## src/rtl/mmio_router.sv

```systemverilog
module mmio_router #(
  parameter int          RAM_AW     = 16,
  parameter int          PM_AW      = 18,
  parameter int          TICK_DIV   = 100,
  parameter logic [31:0] UNLOCK_KEY = 32'h1337F7D1
) (
  input  logic              clk,
  input  logic              rst_n,
  input  logic              req_valid,
  input  logic              req_write,
  input  logic [1:0]        req_size,
  input  logic [31:0]       req_addr,
  input  logic [31:0]       req_wdata,
  output logic              resp_valid,
  output logic [31:0]       resp_rdata,
  output logic              illegal,
  output logic              ram_req,
  output logic              ram_we,
  output logic [RAM_AW-1:0] ram_addr,
  output logic [3:0]        ram_be,
  output logic [31:0]       ram_wdata,
  input  logic [31:0]       ram_rdata,
  output logic              pm_we,
  output logic [PM_AW-1:0]  pm_addr,
  output logic [3:0]        pm_be,
  output logic [31:0]       pm_wdata,
  output logic              con_tx_valid,
  output logic [7:0]        con_tx_data,
  input  logic [7:0]        con_rx_data,
  output logic              dbg_valid,
  output logic [31:0]       dbg_data,
  output logic              halt
);

  localparam int AW = 17;
  localparam int PW = $clog2(TICK_DIV);
  localparam logic [AW-1:0] A_CON  = 17'h10000;
  localparam logic [AW-1:0] A_KEY  = 17'h1FC80;
  localparam logic [AW-1:0] A_PTR  = 17'h1FC84;
  localparam logic [AW-1:0] A_PMD  = 17'h1FC88;
  localparam logic [AW-1:0] A_TIME = 17'h1FFF4;
  localparam logic [AW-1:0] A_DBG  = 17'h1FFF8;
  localparam logic [AW-1:0] A_EXIT = 17'h1FFFC;

  // returns {aligned low bits, lane enables}
  function automatic logic [5:0] lanes(input logic [1:0] sz, input logic [1:0] lo);
    case (sz)
      2'd0:    lanes = {lo, 4'b0001 << lo};
      2'd1:    lanes = {lo[1], 1'b0, (lo[1] ? 4'b1100 : 4'b0011)};
      default: lanes = {2'b00, 4'b1111};
    endcase
  endfunction

  logic [AW-1:0] a;
  logic [5:0]    req_ln, pm_ln;
  logic [31:0]   wrep;
  logic          io_wr, io_rd;

  assign a      = req_addr[AW-1:0];
  assign req_ln = lanes(req_size, a[1:0]);
  assign io_wr  = req_valid && a[16] && req_write;
  assign io_rd  = req_valid && a[16] && !req_write;

  always_comb
    case (req_size)
      2'd0:    wrep = {4{req_wdata[7:0]}};
      2'd1:    wrep = {2{req_wdata[15:0]}};
      default: wrep = req_wdata;
    endcase

  assign ram_req   = req_valid && !a[16];
  assign ram_we    = req_write;
  assign ram_addr  = {a[RAM_AW-1:2], req_ln[5:4]};
  assign ram_be    = req_ln[3:0];
  assign ram_wdata = wrep;

  logic              unlocked;
  logic [PM_AW-1:0]  pm_ptr;
  logic [PW-1:0]     pre;
  logic [31:0]       ticks;
  logic              rd_ram_q;
  logic [1:0]        rd_size_q, rd_lo_q;
  logic [31:0]       io_rdata_q, ram_sh;

  assign pm_ln = lanes(req_size, pm_ptr[1:0]);

  always_ff @(posedge clk) begin
    if (!rst_n) begin
      unlocked     <= 1'b0;
      pm_ptr       <= '0;
      pre          <= '0;
      ticks        <= '0;
      resp_valid   <= 1'b0;
      rd_ram_q     <= 1'b0;
      rd_size_q    <= '0;
      rd_lo_q      <= '0;
      io_rdata_q   <= '0;
      illegal      <= 1'b0;
      con_tx_valid <= 1'b0;
      con_tx_data  <= '0;
      dbg_valid    <= 1'b0;
      dbg_data     <= '0;
      halt         <= 1'b0;
      pm_we        <= 1'b0;
      pm_addr      <= '0;
      pm_be        <= '0;
      pm_wdata     <= '0;
    end else begin
      if (pre == PW'(TICK_DIV - 1)) begin
        pre   <= '0;
        ticks <= ticks + 32'd1;
      end else begin
        pre <= pre + 1'b1;
      end

      resp_valid <= req_valid && !req_write;
      rd_ram_q   <= !a[16];
      rd_size_q  <= req_size;
      rd_lo_q    <= req_ln[5:4];
      illegal    <= io_rd && (a != A_CON) && (a != A_TIME);
      io_rdata_q <= (a == A_CON)  ? {24'b0, con_rx_data} :
                    (a == A_TIME) ? ticks : 32'b0;

      con_tx_valid <= io_wr && (a == A_CON);
      if (io_wr && (a == A_CON)) con_tx_data <= req_wdata[7:0];

      dbg_valid <= io_wr && (a == A_DBG);
      if (io_wr && (a == A_DBG)) dbg_data <= req_wdata;

      if (io_wr && (a == A_EXIT)) halt <= 1'b1;

      if (io_wr && (a == A_KEY)) unlocked <= (req_wdata == UNLOCK_KEY);

      pm_we <= io_wr && (a == A_PMD) && unlocked;
      if (io_wr && (a == A_PTR)) begin
        pm_ptr <= req_wdata[PM_AW-1:0];
      end else if (io_wr && (a == A_PMD) && unlocked) begin
        pm_addr  <= {pm_ptr[PM_AW-1:2], pm_ln[5:4]};
        pm_be    <= pm_ln[3:0];
        pm_wdata <= wrep;
        pm_ptr   <= pm_ptr + PM_AW'(4);
      end
    end
  end

  assign ram_sh = ram_rdata >> {rd_lo_q, 3'b000};

  always_comb begin
    resp_rdata = '0;
    if (resp_valid) begin
      if (!rd_ram_q)              resp_rdata = io_rdata_q;
      else if (rd_size_q == 2'd0) resp_rdata = {24'b0, ram_sh[7:0]};
      else if (rd_size_q == 2'd1) resp_rdata = {16'b0, ram_sh[15:0]};
      else                        resp_rdata = ram_rdata;
    end
  end

  AST_RESP_AFTER_READ: assert property (@(posedge clk) disable iff (!rst_n) resp_valid |-> $past(req_valid && !req_write));
  AST_PM_ONLY_UNLOCKED: assert property (@(posedge clk) disable iff (!rst_n) pm_we |-> $past(unlocked));
  AST_PM_PTR_STEP: assert property (@(posedge clk) disable iff (!rst_n) pm_we |-> (pm_ptr == $past(pm_ptr) + PM_AW'(4)));
  AST_TICK_STEP: assert property (@(posedge clk) disable iff (!rst_n) !$stable(ticks) |-> (ticks == $past(ticks) + 32'd1) && ($past(pre) == PW'(TICK_DIV - 1)));
  AST_HALT_STICKY: assert property (@(posedge clk) disable iff (!rst_n) halt |=> halt);
  AST_ILLEGAL_ZERO: assert property (@(posedge clk) disable iff (!rst_n) illegal |-> resp_valid && (resp_rdata == 32'b0));
  AST_ONE_EVENT: assert property (@(posedge clk) disable iff (!rst_n) $onehot0({con_tx_valid, dbg_valid, pm_we, resp_valid}));

endmodule

```

## config.mk

```make
export PLATFORM = sky130hd
export DESIGN_NAME = mmio_router
export DESIGN_NICKNAME = d
export VERILOG_FILES = /design/src/rtl/mmio_router.sv
export SDC_FILE = /design/constraint.sdc
export NUM_CORES = 1
export LEC_CHECK = 0
export BUFFER_PORTS_ARGS = -buffer_cell sky130_fd_sc_hd__buf_2
export CELL_PAD_IN_SITES_DETAIL_PLACEMENT = 1
export CELL_PAD_IN_SITES_GLOBAL_PLACEMENT = 2
export CORE_MARGIN = 2
export CORE_UTILIZATION = 32
export CTS_BUF_LIST = sky130_fd_sc_hd__clkbuf_2
export DETAILED_ROUTE_END_ITERATION = 16
export PLACE_DENSITY = 0.95
export SYNTH_ARGS = -nofsm -noshare
export SYNTH_HDL_FRONTEND = slang
export SYNTH_SLANG_ARGS = --single-unit
export TNS_END_PERCENT = 50
```

## constraint.sdc

```tcl
create_clock -name clk -period 4.4 [get_ports clk]
set_input_delay 0.88 -clock clk [delete_from_list [all_inputs] [get_ports clk]]
set_output_delay 0.88 -clock clk [all_outputs]
set_load 0.1 [all_outputs]
```

==> run_results.csv <==
group,metric,value,unit
routing,wl_per_cell,18.81,um
worst_setup_path,cp.required,3.52,ns
power_and_ir_drop,leakagePower,4.701,nW
logic_synthesis,synth-seq-area-share,42.61,%
power_and_ir_drop,irDropWorstVdd,0.1435,mV
worst_setup_path,reg2reg_from,"ticks[5]$_SDFFE_PN0P_",
logic_synthesis,synth_area_leaders,"dfxtp_1 43%, mux2i_1 6.9%, nand2_1 6.7%",
floorplanning,die_x,173.2,um
final_layout,fill_cells,3511,
clock_tree,postCtsHoldBufs,0,
worst_setup_path,r2r_cells,5,
logic_synthesis,syn_inst,1113,
timing,fin_crit,4.021,ns
clock_tree,cts_sinks,195,
global_routing,grt_pass1_wl,49880,um
logic_synthesis,synth-main-ff-cell,"dfxtp_1",
timing,fin_skew,0.05800,ns
timing,maxSlewHeadroom,24.57,%
clock_tree,cts.repair.resized,0,
worst_setup_path,endpoint,"resp_rdata[14]",
placement,placed_area,10670,um^2
timing,fmax,248.7,MHz
clock_tree,cts_tree,"yes",
timing,hold_viol_final,0,
logic_synthesis,synth.cell_area,9163,um^2
clock_tree,cts-root-buf,"clkbuf_2",
placement,place.gp.congestion,0.8598,
worst_hold_path,min_from,"req_write",
floorplanning,die_area,30000,um^2
worst_setup_path,r2r_setup_slack,1.56,ns
placement,portBuffers,280,
floorplanning,ios,296,
final_layout,nets,1435,
worst_setup_path,worst_ep_arrival_time,3.14,ns
routing,route.detailed.drc,0,
clock_tree,numCtsBuffers,17,
global_routing,grt_pass1_vias,8773,
logic_synthesis,syn_area_per_cell,8.232,um^2
clock_tree,cts-htree-levels,4,
floorplanning,rows,61,
final_layout,layout_commonest_cell,"buf_2",
final_layout,fin_area,10930,um^2
clock_tree,insertion_delay,0.78,ns
global_routing,grt_max_degree,84,
timing,tightestPinTransition,1.123,ns
worst_setup_path,cp-startpoint,"rd_lo_q[1]$_SDFF_PN0_",
clock_tree,clockBufferDepth,2,
logic_synthesis,synth_top_area_share,42.61,%
clock_tree,cts_setup_buffers,0,
worst_setup_path,crit_path_start_kind,"flop",
worst_hold_path,hold_class,"in -> reg",
logic_synthesis,synth-async-reset-ratio,0,%
timing,drv_slew,0,
logic_synthesis,yosys_warnings,0,
worst_setup_path,path_class,"reg -> out",
final_layout,drive_gt1_share,26.14,%
routing,vias,8790,
final_layout,utilization,39.03,%
clock_tree,clkTransAtPathRegs,0.33,ns
final_layout,layout_common_cells,"280 x buf_2, 195 x dfxtp_1, 163 x nand2_1",
floorplanning,coreArea,28010,um^2
final_layout,final_cells,1714,
timing,rsz0062_at_grt,"false",
global_routing,gr-total-overflow,0,
placement,hpwl,23500,um
routing,wl,32240,um
final_layout,area_growth,19.31,%
worst_setup_path,cp_max_fo,19,
timing,setup_viol,0,
logic_synthesis,synth-edff-count,0,
logic_synthesis,synthDistinctLibCells,59,
placement,placed_cells,1681,
floorplanning,start_util,32.71,%
routing,detail-route-antenna-nets,0,
logic_synthesis,synth_seq_cells,195,
logic_synthesis,syn-num-nets,1226,
floorplanning,die_y,173.2,um
worst_setup_path,end_kind,"output port",
global_routing,grt.total_usage,20.81,%
routing,firstDrtPassIters,5,
status,status,"complete, no violations",
global_routing,antenna_found_initial,1,
worst_setup_path,timing.rr.end,"ticks[19]$_SDFFE_PN0P_",
logic_synthesis,synth_top_cell_by_area,"dfxtp_1",
routing,drt_iter0_markers,580,
routing,vias_per_cell,5.128,
timing,min_period_over_period,91.38,%
power_and_ir_drop,p_per_area,300.6,nW/um^2
job,cap_violations,0,
[per-stage QoR]
step                      hold slack, ns  TNS (ns)  power (W)  worst slack, ns
after floorplan                   0.4130    -1.220   0.002212          -0.2278
after global placement            0.4268         0   0.002353            1.029
after detailed placement          0.4479         0   0.002357           0.9640
after CTS                         0.1719         0   0.003329           0.3247
after global routing              0.1502         0   0.003423          0.07028
final                             0.2794         0   0.003286           0.3793
[cells in the mapped netlist (all sizes together), types with 7 or more instances]
cell type and n:
mux2i 63, a21oi 102, clkbuf 73, a22oi 10, nor3 19, nand4 21
dfxtp 195, and3 33, o21ai 20, nand2b 29, and2 8, nor2 109
a21boi 17, mux2 14, nor4 10, o221ai 16, nand2 163, xor2 7
buf 29, xnor2 17, nand3 17, o21a 8, nor2b 40, inv 21
[sequential cells by signal, summed over array words and instances, names as in the netlist, 4 cells and up]
name and flops:
con_tx_data 8, ticks 32, pm_wdata 32, pre 7, io_rdata_q 32, pm_be 4, dbg_data 32, pm_ptr 18
pm_addr 18
[worst min path at each step]
stage,end,slack [ns],depth (start not counted)
3_3_place_gp,pre[0]$_SDFF_PP0_,0.43,1
6_report,resp_valid$_SDFF_PN0_,0.28,2
2_1_floorplan,pre[0]$_SDFF_PP0_,0.41,1
3_5_place_dp,pm_wdata[10]$_SDFFE_PN0P_,0.45,2
5_1_grt,resp_valid$_SDFF_PN0_,0.15,2
4_1_cts,resp_valid$_SDFF_PN0_,0.17,2
[where the power goes]
part	total (W)	internal (W)	switching, W	leakage, nW
sequential	0.00179	0.00178	0.0000108	1.57
combinational	0.000538	0.000105	0.000432	2.98
clock	0.000956	0.000243	0.000713	0.149
total	0.00329	0.00213	0.00116	4.70
[worst max-delay path, cell delays in order, from the launching register on]
cell	delay, ns
dfxtp_1	0.37
buf_4	0.27
nor2_1	0.07
nor2_1	0.44
and2_1	0.39
o221ai_1	0.18
a21boi_1	0.24
buf_2	0.46
[routing by layer]
layer	global-route usage (%)	routed length (um)	vias to the layer above
met5	0	0	-
met4	4.273	378	0
met3	5.899	2250	25
met2	36.45	16110	281
met1	25.42	13500	4254
li1	-	-	4230
[logic make-up (layout without fill, tap and decap cells)]
group,after synthesis,count (layout),share of synthesized area [%]
multiplexers,77,77,8.603
AO/OA/AOI/OAI,208,208,14.08
buffers and inverters,123,345,6.090
flip-flops,195,195,42.61
adder cells (fa/ha/maj),3,3,0.4097
XOR/XNOR,24,24,2.294
other,0,1,0
AND/OR/NAND/NOR,483,483,25.92
[area by class of cell]
cell class / count / area (um^2) / area share [%]
Inverter: 21 / 81.33 / 0.7440
Antenna cell: 1 / 2.502 / 0.02289
Clock inverter: 14 / 166.4 / 1.522
Clock buffer: 18 / 90.09 / 0.8241
Timing Repair Buffer: 292 / 1504 / 13.76
Tap cell: 378 / 473.0 / 4.326
Multi-Input combinational cell: 795 / 4711 / 43.09
Sequential cell: 195 / 3904 / 35.71
Power figures use the tool's default switching activity.
